## config.mk

```make
export PLATFORM = sky130hd
export DESIGN_NAME = scan_flush_tester
export DESIGN_NICKNAME = d
export VERILOG_FILES = /design/src/rtl/scan_flush_pkg.sv /design/src/rtl/sft_ctrl.sv /design/src/rtl/sft_stim.sv /design/src/rtl/sft_ref_delay.sv /design/src/rtl/sft_cmp.sv /design/src/rtl/scan_flush_tester.sv
export SDC_FILE = /design/constraint.sdc
export NUM_CORES = 1
export LEC_CHECK = 0
export BUFFER_PORTS_ARGS = -buffer_cell sky130_fd_sc_hd__buf_4
export CAP_MARGIN = 20
export CELL_PAD_IN_SITES_DETAIL_PLACEMENT = 1
export CELL_PAD_IN_SITES_GLOBAL_PLACEMENT = 2
export CORE_UTILIZATION = 33
export CTS_CLUSTER_SIZE = 14
export DETAILED_ROUTE_END_ITERATION = 8
export HOLD_SLACK_MARGIN = 0.1
export PLACE_DENSITY_LB_ADDON = 0.08
export SYNTH_ARGS = -nofsm -noshare
export SYNTH_HDL_FRONTEND = slang
export SYNTH_SLANG_ARGS = --single-unit
```

## constraint.sdc

```tcl
create_clock -name clk -period 1.9 [get_ports clk]
set_clock_uncertainty 0.15 [all_clocks]
set_input_delay 0.38 -clock clk [delete_from_list [all_inputs] [get_ports clk]]
set_output_delay 0.38 -clock clk [all_outputs]
set_load 0.1 [all_outputs]
```

## src/rtl/scan_flush_pkg.sv

```systemverilog
package scan_flush_pkg;

  typedef enum logic [1:0] {
    FL_IDLE = 2'd0,
    FL_RUN  = 2'd1,
    FL_DONE = 2'd2
  } flush_state_e;

  // Period-four stimulus: two zeros, then two ones.
  function automatic logic flush_pat(input logic [31:0] idx);
    return idx[1];
  endfunction

endpackage

```

## src/rtl/sft_ctrl.sv

```systemverilog
module sft_ctrl
  import scan_flush_pkg::*;
#(
  parameter int CHAIN_LEN = 16,
  parameter int CNT_W     = 6
) (
  input  logic             clk,
  input  logic             rst,
  input  logic             start,
  output logic             run,
  output logic             go,
  output logic             last,
  output logic             cmp_en,
  output logic [CNT_W-1:0] cnt,
  output logic             test_ctl,
  output logic             done
);
  localparam int STIM_LEN = CHAIN_LEN + 4;
  localparam int TOTAL    = CHAIN_LEN + STIM_LEN;

  flush_state_e st_q;

  assign run    = (st_q == FL_RUN);
  assign go     = start && !run;
  assign last   = run && (32'(cnt) == TOTAL - 1);
  assign cmp_en = run && (32'(cnt) >= CHAIN_LEN);

  always_ff @(posedge clk) begin
    if (rst) begin
      st_q     <= FL_IDLE;
      cnt      <= '0;
      test_ctl <= 1'b1;
      done     <= 1'b0;
    end else if (go) begin
      st_q     <= FL_RUN;
      cnt      <= '0;
      test_ctl <= 1'b0;
      done     <= 1'b0;
    end else if (last) begin
      st_q     <= FL_DONE;
      test_ctl <= 1'b1;
      done     <= 1'b1;
    end else if (run) begin
      cnt <= cnt + 1'b1;
    end
  end
endmodule

```

## src/rtl/sft_stim.sv

```systemverilog
module sft_stim
  import scan_flush_pkg::*;
#(
  parameter int CHAIN_LEN = 16,
  parameter int CNT_W     = 6
) (
  input  logic             clk,
  input  logic             rst,
  input  logic             go,
  input  logic             run,
  input  logic [CNT_W-1:0] cnt,
  output logic             scan_in
);
  localparam int STIM_LEN = CHAIN_LEN + 4;

  logic [31:0] nxt_idx;
  assign nxt_idx = 32'(cnt) + 32'd1;

  always_ff @(posedge clk) begin
    if (rst) begin
      scan_in <= 1'b0;
    end else if (go) begin
      scan_in <= flush_pat(32'd0);
    end else if (run && (nxt_idx < 32'(STIM_LEN))) begin
      scan_in <= flush_pat(nxt_idx);
    end else begin
      scan_in <= 1'b0;
    end
  end
endmodule

```

## src/rtl/sft_ref_delay.sv

```systemverilog
module sft_ref_delay #(
  parameter int CHAIN_LEN = 16
) (
  input  logic clk,
  input  logic rst,
  input  logic run,
  input  logic scan_in,
  output logic exp_bit
);
  logic [CHAIN_LEN-1:0] line_q;

  always_ff @(posedge clk) begin
    if (rst) begin
      line_q <= '0;
    end else if (run) begin
      line_q <= {line_q[CHAIN_LEN-2:0], scan_in};
    end
  end

  assign exp_bit = line_q[CHAIN_LEN-1];
endmodule

```

## src/rtl/sft_cmp.sv

```systemverilog
module sft_cmp (
  input  logic clk,
  input  logic rst,
  input  logic go,
  input  logic last,
  input  logic cmp_en,
  input  logic exp_bit,
  input  logic scan_out,
  output logic pass
);
  logic fail_q;
  logic miss;

  assign miss = cmp_en && (scan_out != exp_bit);

  always_ff @(posedge clk) begin
    if (rst) begin
      fail_q <= 1'b0;
      pass   <= 1'b0;
    end else if (go) begin
      fail_q <= 1'b0;
      pass   <= 1'b0;
    end else begin
      if (miss) fail_q <= 1'b1;
      if (last) pass <= !(fail_q || miss);
    end
  end
endmodule

```

## src/rtl/scan_flush_tester.sv

```systemverilog
module scan_flush_tester
  import scan_flush_pkg::*;
#(
  parameter int CHAIN_LEN      = 16,
  parameter bit USE_DELAY_LINE = 1'b0
) (
  input  logic clk,
  input  logic rst,
  input  logic start,
  input  logic scan_out,
  output logic test_ctl,
  output logic scan_in,
  output logic done,
  output logic pass
);
  localparam int TOTAL = 2 * CHAIN_LEN + 4;
  localparam int CNT_W = $clog2(TOTAL + 1);

  logic             run, go, last, cmp_en, exp_bit;
  logic [CNT_W-1:0] cnt;

  sft_ctrl #(.CHAIN_LEN(CHAIN_LEN), .CNT_W(CNT_W)) ctrl_i (
    .clk(clk), .rst(rst), .start(start), .run(run), .go(go), .last(last),
    .cmp_en(cmp_en), .cnt(cnt), .test_ctl(test_ctl), .done(done)
  );

  sft_stim #(.CHAIN_LEN(CHAIN_LEN), .CNT_W(CNT_W)) stim_i (
    .clk(clk), .rst(rst), .go(go), .run(run), .cnt(cnt), .scan_in(scan_in)
  );

  generate
    if (USE_DELAY_LINE) begin : g_line
      sft_ref_delay #(.CHAIN_LEN(CHAIN_LEN)) ref_i (
        .clk(clk), .rst(rst), .run(run), .scan_in(scan_in), .exp_bit(exp_bit)
      );
    end else begin : g_count
      // Expected bit is the one driven CHAIN_LEN cycles earlier.
      assign exp_bit = flush_pat(32'(cnt) - 32'(CHAIN_LEN));
    end
  endgenerate

  sft_cmp cmp_i (
    .clk(clk), .rst(rst), .go(go), .last(last), .cmp_en(cmp_en),
    .exp_bit(exp_bit), .scan_out(scan_out), .pass(pass)
  );
endmodule

```

* Yosys cells after proc, flatten, opt, wreduce, memory -nomap -nowiden
Cells that the tools add are included.
Storage, ports and cells: register bits after elaboration 12, input bits 4, logic and storage cells 33
Operators by class: add/sub/neg operators 3, order comparisons 2, equality and inequality tests 3, mux-type cells 4, bitwise logic cells 2, reductions and logical operators 12
Operators by type and width (count):
- 32-bit by 5-bit < comparator with 1-bit output (second input constant) | 1
- 6-bit by 1-bit adder with 7-bit output (second input constant) | 1
- 6-bit by 1-bit adder with 6-bit output (second input constant) | 1
- 6-bit equality test (second input constant) | 1
- 6-bit by 5-bit greater-or-equal comparator with 1-bit output (second input constant) | 1
- 1-bit logical AND | 5
- 1-bit 2-to-1 mux | 4
- 3-bit OR reduction | 1
- 2-bit by 1-bit equality test with 1-bit output (second input constant) | 1
- 1-bit logical NOT | 2
- 1-bit NOT | 2
- 2-bit AND reduction | 1
- 2-bit nonzero test | 1
- 2-bit OR reduction | 1
- 2-bit by 1-bit subtractor with 2-bit output (second input constant) | 1
- 1-bit logical OR | 1
- 1-bit inequality test | 1

* Logic depth before layout (Yosys ltp)
Gate-level depths: netlist (run 1).
depth after elaboration 5, mapped depth 4

* Modules after synthesis
Synthesis (run 1) repeated with hierarchy kept, for this count alone.
Second synthesis, totals: cells, all modules 71, area total of the unflattened synthesis 631.9 um2
Modules (own cells, without submodules):
- sft_ctrl | times used 1, cells each 52, area each 457.9 um2
- sft_stim | times used 1, cells each 10, area each 87.6 um2
- sft_cmp | times used 1, cells each 9, area each 86.3 um2

* Worst setup path after synthesis (run 1)
No wires, ideal clock.
path type flip-flop to flip-flop, start reg ctrl_i.done (netlist name), end reg cmp_i.pass, setup time 0.121 ns, arrival 1.671 ns, path slack -0.042 ns, cell stages (with the launch flop) 4, buffers on the path 0, cell sequence dfxtp_1 -> nand2b_2 -> a221oi_1 -> a2bb2o_1
RTL lines:
- end signal, assigned | line sft_cmp.sv:25 | if (last) pass <= !(fail_q || miss);
- end, declared | line sft_cmp.sv:9 | output logic pass

* Worst setup path in the final report (run 1)
start reg ctrl_i.cnt[0], end reg ctrl_i.cnt[4]
Between the ends: longest elaborated chain between the ends 4
Ends and longest elaborated chain:
- start, declared | line sft_ctrl.sv:14 | output logic [CNT_W-1:0] cnt,
- start signal, assigned | line sft_ctrl.sv:44 | cnt <= cnt + 1'b1;
- branches (longest 4 deep; another with 6-bit by 1-bit adder with 6-bit output)
Parallel ways; which one is timed is not known. A chain may end at the register's enable or synchronous reset.

==> reports/results.ini, run 1 <==
[power]
p_leak_nw=0.287
clkPwrFrac=0.394
power_density_mw_per_mm2=688
switchingPower_mw=0.148
combPwrFrac=0.120
p_int_mw=0.395
peakVddDrop_uv=503
p_sw_frac=0.272
total_power_mw=0.543
p_seq_frac=0.486

[clock_tree]
root_buffer=clkbuf_4
postCtsSetupRepairBufs=0
cts_tree=done
cts_num_sinks=12
ctsResizeCount=0
clk_pin_slew_ns=0.09
clk_latency_ns=0.29
cts_hold_buf=0
cts_made_buffers=3
cts_buffer_depth=2
htree_levels=1

[sta]
rsz0062_at_grt=false
maxSlewViolCount=0
min_period_over_period=0.909
fmax_ghz=0.579
setup_ws_ns=0.173
fin_crit_ns=1.73
tightest_slew_ns=0.454
max-slew-margin-rel=0.693
timing.setup.tns_ns=0
setup_viol=0
holdWs_ns=0.141
timing.final.hold_violations=0

[global_routing]
grt_max_degree=11
first_global_vias=583
grtUsageMet3=0.0692
grt_overflow=0
met1_usage=0.252
busiest_layer=met2
grt_usage=0.192
antenna_found_initial=0
grt_pass1_wl_um=2860
met2_usage=0.306

[critical_path]
crit_arrival_ns=1.79
crit_family=simple AND/OR/NAND/NOR gates
cp_num_buf_inv=0
crit_path_max_fanout=7
critPathSlowestCell=dfxtp_1
endpoint_kind=flip-flop
path_class=reg2reg
r2r-start=ctrl_i.cnt[0]$_SDFFE_PP0P_
reg2reg_depth=4
start_kind=flip-flop
cp.required_ns=1.96
rrSetupSlack_ns=0.17
cpPeakStageDelay_ns=0.43
crit_chain=ha_1 -> nand3b_1 -> or3_1 -> a211oi_1
r2r_end=ctrl_i.cnt[4]$_SDFFE_PP0P_

[placed_design]
dp_slack_ns=0.202
portBuffers=7
hpwl_um=1330
dpl_cell_area_um2=753
gp_congestion=0.750

[yosys]
synth_ff_type=dfxtp_1
syn_inst=74
netlist_area_um2=669
synth_edf_count=0
synth_nets=79
yosysWarningCount=0
yosysMostFrequentCell=dfxtp_1
async_flop_share=0
ys_ff_latch=12
synth.distinct_cells=41
avgSynthCellArea_um2=9.05
yosysSeqAreaShare=0.359
synth_area_leaders=dfxtp_1 (36%), o211ai_1 (3.4%), o31ai_1 (3.4%)
yosys.area.top_type=dfxtp_1
synth.cells.most_frequent=dfxtp_1 (12), nor2_1 (5), a21oi_1 (4), inv_1 (4)
synth_top_area_share=0.359

[floorplan]
placementRows=15
dieArea_mm2=0.00221
floorplan.initialDensity=0.368
die_h_um=47.0
coreArea_mm2=0.00182
die_w_um=47.0
num_io_pins=8

[routing]
drc_errors=0
via_count=626
wl_per_cell_um=16.7
ant_nets=0
wl_um=1820
drt_pre_antenna_iters=4
viasPerCell=5.74
drt_iter0_drc=13

[worst_hold_path]
min_path_type=in2reg
hold_depth=2
holdPathEnd=ctrl_i.st_q[0]$_SDFFE_PP0P_
worstHoldStart=rst

[final_layout]
drive_gt1_frac=0.214
diodes=0
syn2layout_area_growth_pct=17.9
fin_area_um2=790
fill_cells=226
nets=90

[flow_run]
maxCapViolCount=0

[status]
status=completed

[metrics by stage]
step	util	cells
finish	0.434	109
global route	0.434	109
CTS	0.434	109
detailed placement	0.414	105
global placement	0.414	105
floorplan	-	74
[state kept, by name (all words and copies together), names as in the netlist]
signal and cells:
ctrl_i.test_ctl 1, ctrl_i.cnt 6, cmp_i.fail_q 1, cmp_i.pass 1
ctrl_i.st_q 1, stim_i.scan_in 1, ctrl_i.done 1
[worst reg2reg max path: cells and delay by family, from the launching register on]
family | cells | cell delay [ns]
simple gates | 2 | 0.53
fa+ha+maj | 1 | 0.33
flops | 1 | 0.43
compound gates | 1 | 0.22
[routing by layer]
| metal | vias to the layer above | wire length [µm] |
|---|---|---|
| met5 | - | 0 |
| met3 | 0 | 60 |
| met2 | 8 | 836 |
| li1 | 308 | - |
| met4 | 0 | 0 |
| met1 | 310 | 919 |
[area by class of cell]
type	instances	area, µm²	share of cell area
repair buffers	9	67.6	0.0856
clock buffers	4	36.3	0.0460
well taps	25	31.3	0.0396
inverters	4	15.0	0.0190
flip-flops and latches	12	241	0.306
multi-input cells	55	398	0.504
[power groups by stage]
stage	Sequential (mW)	Clock, mW	Combinational (mW)
after floorplan	0.284	0	0.0275
after global placement	0.270	0	0.0648
after detailed placement	0.270	0	0.0653
after CTS	0.264	0.218	0.0653
after global routing	0.266	0.228	0.0697
final	0.264	0.214	0.0651
[layout by cell type, fill, tap and decap left out, types with 2 or more instances in the layout]
cell type  netlist  final
dfxtp_1         12     11
buf_4            1      9
nor2_1           5      5
inv_1            4      4
a21oi_1          4      4
o31ai_1          3      3
o211ai_1         3      3
clkbuf_4         0      3
nor2b_1          2      2
o21ai_0          2      2
a31oi_1          2      2
mux2i_1          2      2
nand3b_1         2      2
or3_1            2      2
a211oi_1         2      2
nand4b_1         2      2
[worst max-delay path by stage]
stage          depth (start not counted)                    endpoint  slack, ns                        from
2_1_floorplan                          3  ctrl_i.cnt[5]$_SDFFE_PP0P_       0.27    ctrl_i.done$_SDFFE_PP0P_
3_3_place_gp                           4  ctrl_i.cnt[4]$_SDFFE_PP0P_       0.25  ctrl_i.cnt[0]$_SDFFE_PP0P_
3_5_place_dp                           4  ctrl_i.cnt[4]$_SDFFE_PP0P_       0.20  ctrl_i.cnt[0]$_SDFFE_PP0P_
4_1_cts                                4  ctrl_i.cnt[4]$_SDFFE_PP0P_       0.20  ctrl_i.cnt[0]$_SDFFE_PP0P_
5_1_grt                                4  ctrl_i.cnt[4]$_SDFFE_PP0P_       0.04  ctrl_i.cnt[0]$_SDFFE_PP0P_
6_report                               4  ctrl_i.cnt[4]$_SDFFE_PP0P_       0.17  ctrl_i.cnt[0]$_SDFFE_PP0P_
[kinds of logic after synthesis]
group,Yosys count,synth area share
simple gates,25,0.247
xor+xnor,1,0.0131
flops,12,0.359
mux,2,0.0299
fa+ha+maj,1,0.0187
compound gates,26,0.286
buf+inv,7,0.0467
(Power assumes the default switching activity.)
==> inputs of run 2 (changes only) <==
--- a/config.mk
+++ b/config.mk
@@ -14,6 +14,7 @@
 export DETAILED_ROUTE_END_ITERATION = 8
 export HOLD_SLACK_MARGIN = 0.1
 export PLACE_DENSITY_LB_ADDON = 0.08
+export RECOVER_POWER = 100
 export SYNTH_ARGS = -nofsm -noshare
 export SYNTH_HDL_FRONTEND = slang
 export SYNTH_SLANG_ARGS = --single-unit
==> run 2 against run 1 <==
  * Highest routed layer unchanged
  * Worst setup slack got worse by 0.0068 ns
  * Via count decreased by 0.32%
  * Count of clock-buffer cells in the layout unchanged
  * Sequential share of layout area increased by 0.54 points
  * Die area unchanged
  * Combinational power decreased by 4.6%
  * Design area decreased by 1.7%
  * Sequential cell count unchanged
  * Total power decreased by 1.2%
  * Critical path depth unchanged
==> reports/results.ini, run 2 (synthesis results as in run 1) <==
[status]
status=completed

[critical_path]
crit_chain=ha_1 -> nand3b_1 -> or3_1 -> a211oi_1
start_kind=flip-flop
reg2reg_depth=4
path_depth=4
critPathSlowestCell=dfxtp_1
crit_family=simple AND/OR/NAND/NOR gates
endpoint_kind=flip-flop
cpPeakStageDelay_ns=0.44
crit_arrival_ns=1.79
r2r_end=ctrl_i.cnt[4]$_SDFFE_PP0P_
r2r-start=ctrl_i.cnt[0]$_SDFFE_PP0P_
cp_num_buf_inv=0
cp.required_ns=1.95
endpoint=ctrl_i.cnt[4]$_SDFFE_PP0P_
path_class=reg2reg
crit_path_max_fanout=7
crit_start=ctrl_i.cnt[0]$_SDFFE_PP0P_
rrSetupSlack_ns=0.17

[global_routing]
grt_max_degree=11
grt_overflow=0
first_global_vias=583
grt_usage=0.192
antenna_found_initial=0
grt_pass1_wl_um=2860

[sta]
setup_viol=0
maxSlewViolCount=0
timing.final.hold_violations=0
fmax_ghz=0.577
rsz0062_at_grt=false
min_period_over_period=0.913
tightest_slew_ns=0.671
fin_crit_ns=1.73
max-slew-margin-rel=0.548
timing.setup.tns_ns=0

[worst_hold_path]
min_path_type=in2reg

[power]
combPwrFrac=0.116
clkPwrFrac=0.392
power_density_mw_per_mm2=692
p_sw_frac=0.268
p_int_mw=0.393
p_seq_frac=0.492
switchingPower_mw=0.144
peakVddDrop_uv=499
p_leak_nw=0.281

[clock_tree]
cts_tree=done
cts_num_sinks=12
clk_latency_ns=0.28
root_buffer=clkbuf_4
postCtsSetupRepairBufs=0
cts_buffer_depth=2
cts_hold_buf=0
clk_pin_slew_ns=0.08
cts_made_buffers=3
htree_levels=1
ctsResizeCount=0

[routing]
wl_um=1800
viasPerCell=5.72
ant_nets=0
via_count=624
drc_errors=0
drt_pre_antenna_iters=4
wl_per_cell_um=16.6
drt_iter0_drc=12

[placed_design]
hpwl_um=1330
gp_congestion=0.750
dpl_cell_area_um2=753
portBuffers=7

[floorplan]
die_w_um=47.0
floorplan.initialDensity=0.368
coreArea_mm2=0.00182
num_io_pins=8
dieArea_mm2=0.00221
placementRows=15
die_h_um=47.0

[final_layout]
diodes=0
largest_reg_flops=6
nets=90
multi_input_area_um2=398
regMostFlops=ctrl_i.cnt
drive_gt1_frac=0.202
fill_cells=227
final_cell_mix=dfxtp_1 (11), nor2_1 (5)
final_common_cell=dfxtp_1
syn2layout_area_growth_pct=15.9
regArea_um2=241
fin_area_um2=776

[flow_run]
maxCapViolCount=0

[run 2: cell type report]
class                   instances  share of cell area
multi-input cells              55               0.513
flip-flops and latches         12               0.311
clock buffers                   4              0.0468
repair buffers                  9              0.0694
inverters                       4              0.0194
well taps                      25              0.0403
[run 2: worst min-delay path by stage]
| stage | from | endpoint | cells past startpoint | slack, ns |
|---|---|---|---|---|
| 3_3_place_gp | cmp_i.pass$_SDFFE_PP0P_ | cmp_i.pass$_SDFFE_PP0P_ | 1 | 0.31 |
| 3_5_place_dp | cmp_i.pass$_SDFFE_PP0P_ | cmp_i.pass$_SDFFE_PP0P_ | 1 | 0.31 |
| 4_1_cts | rst | ctrl_i.st_q[0]$_SDFFE_PP0P_ | 2 | 0.13 |
| 5_1_grt | rst | ctrl_i.st_q[0]$_SDFFE_PP0P_ | 2 | 0.13 |
| 2_1_floorplan | rst | ctrl_i.cnt[3]$_SDFFE_PP0P_ | 1 | 0.30 |
| 6_report | rst | ctrl_i.st_q[0]$_SDFFE_PP0P_ | 2 | 0.14 |
[run 2: power by group through the flow]
stage	sequential, mW	clock (mW)	combinational, mW
3_3_place_gp	0.270	0	0.0648
4_1_cts	0.264	0.218	0.0653
2_1_floorplan	0.284	0	0.0275
6_report	0.264	0.210	0.0621
3_5_place_dp	0.270	0	0.0653
5_1_grt	0.266	0.228	0.0668
[run 2: routing by layer]
metal / global-route usage / vias to the layer above / wire length (µm) / share of wire
met5: 0 / - / 0 / 0
met3: 0.0692 / 0 / 65 / 0.036
met2: 0.306 / 10 / 835 / 0.46
met4: 0.0343 / 0 / 0 / 0
met1: 0.252 / 306 / 902 / 0.50
li1: - / 308 / - / -
[run 2: per-stage QoR]
step           total power [mW]  std cells  utilization  hold slack [ns]  setup slack (ns)
6_report                  0.537        109        0.426            0.144             0.166
5_1_grt                   0.561        109        0.426            0.134            0.0361
2_1_floorplan             0.312         74            -            0.299             0.269
3_5_place_dp              0.335        105        0.414            0.312             0.202
3_3_place_gp              0.335        105        0.414            0.305             0.252
4_1_cts                   0.547        109        0.434            0.134             0.196
==> inputs of run 3 (changes only) <==
--- a/config.mk
+++ b/config.mk
@@ -7,9 +7,9 @@
 export LEC_CHECK = 0
 export BUFFER_PORTS_ARGS = -buffer_cell sky130_fd_sc_hd__buf_4
 export CAP_MARGIN = 20
-export CELL_PAD_IN_SITES_DETAIL_PLACEMENT = 1
-export CELL_PAD_IN_SITES_GLOBAL_PLACEMENT = 2
-export CORE_UTILIZATION = 33
+export CELL_PAD_IN_SITES_DETAIL_PLACEMENT = 0
+export CELL_PAD_IN_SITES_GLOBAL_PLACEMENT = 1
+export CORE_UTILIZATION = 41
 export CTS_CLUSTER_SIZE = 14
 export DETAILED_ROUTE_END_ITERATION = 8
 export HOLD_SLACK_MARGIN = 0.1
@@ -18,3 +18,4 @@
 export SYNTH_ARGS = -nofsm -noshare
 export SYNTH_HDL_FRONTEND = slang
 export SYNTH_SLANG_ARGS = --single-unit
+export TNS_END_PERCENT = 100
==> constraint.sdc (replaced) <==
create_clock -name clk -period 1.8 [get_ports clk]
set_clock_uncertainty 0.15 [all_clocks]
set_input_delay 0.36 -clock clk [delete_from_list [all_inputs] [get_ports clk]]
set_output_delay 0.36 -clock clk [all_outputs]
set_load 0.1 [all_outputs]
==> run 3 against run 2 <==
  * Register-to-register slack improved by 0.02 ns
  * Hold slack lost 0.0053 ns
  * Clock power is essentially flat
  * Utilization grew 7.5 points
  * Design area is 1.6% lower
  * Sequential cell count unchanged
  * Total power rose by 3.5%
  * Non-clock buffer count did not move
  * Via count down 1.3%
  * Count of clock-buffer cells in the layout is the same
  * Critical endpoint is now done
  * Largest power group unchanged
  * Highest routed layer unchanged
==> reports/results.ini, run 3 (synthesis results as in run 1) <==
[status]
status=completed

[placed_design]
portBuffers=7
hpwl_um=1100
gp_congestion=0.773

[floorplan]
coreArea_mm2=0.00152
die_h_um=42.4
floorplan.initialDensity=0.439
dieArea_mm2=0.00180
placementRows=14
num_io_pins=8
die_w_um=42.4

[routing]
wl_per_cell_um=15.2
wl_um=1520
drt_iter0_drc=15
viasPerCell=6.16
drc_errors=0
drt_pre_antenna_iters=4
via_count=616
ant_nets=0

[global_routing]
first_global_vias=574
grt_usage=0.190
grt_max_degree=11
grt_overflow=0
grt_pass1_wl_um=2610
antenna_found_initial=0

[sta]
maxSlewViolCount=0
tightest_slew_ns=0.540
max-slew-margin-rel=0.642
rsz0062_at_grt=false
timing.final.hold_violations=0
fin_crit_ns=1.64
fmax_ghz=0.610
min_period_over_period=0.911
timing.setup.tns_ns=0
setup_viol=0

[critical_path]
crit_arrival_ns=1.13
cp_num_buf_inv=1
crit_chain=clkbuf_2
cpPeakStageDelay_ns=0.47
critPathSlowestCell=clkbuf_2
start_kind=flip-flop
crit_family=buffers and inverters
crit_path_max_fanout=7
cp.required_ns=1.29
endpoint_kind=primary output
path_class=reg2out

[final_layout]
nets=90
drive_gt1_frac=0.202
diodes=0
final_common_cell=dfxtp_1
largest_reg_flops=6
regMostFlops=ctrl_i.cnt
final_cell_mix=dfxtp_1 (11), nor2_1 (5), buf_4 (5)
syn2layout_area_growth_pct=14.0

[power]
peakVddDrop_uv=511
clkPwrFrac=0.380
total_power_mw=0.555
p_int_mw=0.415
p_seq_frac=0.501
power_density_mw_per_mm2=728
combPwrFrac=0.119
switchingPower_mw=0.140
p_sw_frac=0.252
p_leak_nw=0.281

[clock_tree]
htree_levels=1
root_buffer=clkbuf_4
clk_pin_slew_ns=0.08
cts_num_sinks=12
clk_latency_ns=0.27
postCtsSetupRepairBufs=0
cts_tree=done
cts_made_buffers=3
cts_hold_buf=0
cts_buffer_depth=2

[flow_run]
maxCapViolCount=0

[worst_hold_path]
min_path_type=in2reg

## run 3: layer usage
| layer | vias up | wire length (µm) | GRT usage |
|---|---|---|---|
| met5 | - | 0 | 0 |
| met4 | 0 | 0 | 0.0188 |
| met3 | 0 | 63 | 0.0776 |
| met2 | 16 | 744 | 0.314 |
| met1 | 287 | 714 | 0.241 |
| li1 | 313 | - | - |
## run 3: through the flow
stage          utilization  instances  hold WS (ns)  setup WS (ns)  area (µm²)
2_1_floorplan            -         74         0.279          0.169         671
3_3_place_gp         0.487         96         0.302          0.148         742
3_5_place_dp         0.487         96         0.309          0.145         742
4_1_cts              0.511        100         0.124          0.134         778
5_1_grt              0.501        100         0.131         0.0354         763
6_report             0.501        100         0.138          0.160         763
## run 3: power by group through the flow
stage / clock [mW] / combinational [mW] / sequential (mW)
final: 0.211 / 0.0661 / 0.278
after global routing: 0.236 / 0.0716 / 0.279
after CTS: 0.221 / 0.0670 / 0.278
after detailed placement: 0 / 0.0670 / 0.284
after global placement: 0 / 0.0677 / 0.284
after floorplan: 0 / 0.0290 / 0.300
## run 3: final timing paths
kind | from | cells after the start | slack (ns) | to
max reg2reg | ctrl_i.cnt[0]$_SDFFE_PP0P_ | 4 | 0.19 | ctrl_i.cnt[4]$_SDFFE_PP0P_
min reg2reg | cmp_i.pass$_SDFFE_PP0P_ | 1 | 0.32 | cmp_i.pass$_SDFFE_PP0P_
min | rst | 2 | 0.14 | ctrl_i.cnt[3]$_SDFFE_PP0P_
max | ctrl_i.done$_SDFFE_PP0P_ | 1 | 0.16 | done
## run 3: timing repair
| action | CTS | global route |
|---|---|---|
| hold endpoints to repair | 0 | 0 |
| gates resized for setup | 0 | 1 |
| setup endpoints to repair | 0 | 1 |
## run 3: cell type report
type	instances	area, µm²
fillers	153	761
clock buffers	4	36.3
repair buffers	9	57.6
inverters	4	15.0
multi-input cells	55	393
flip-flops and latches	12	241
well taps	16	20.0
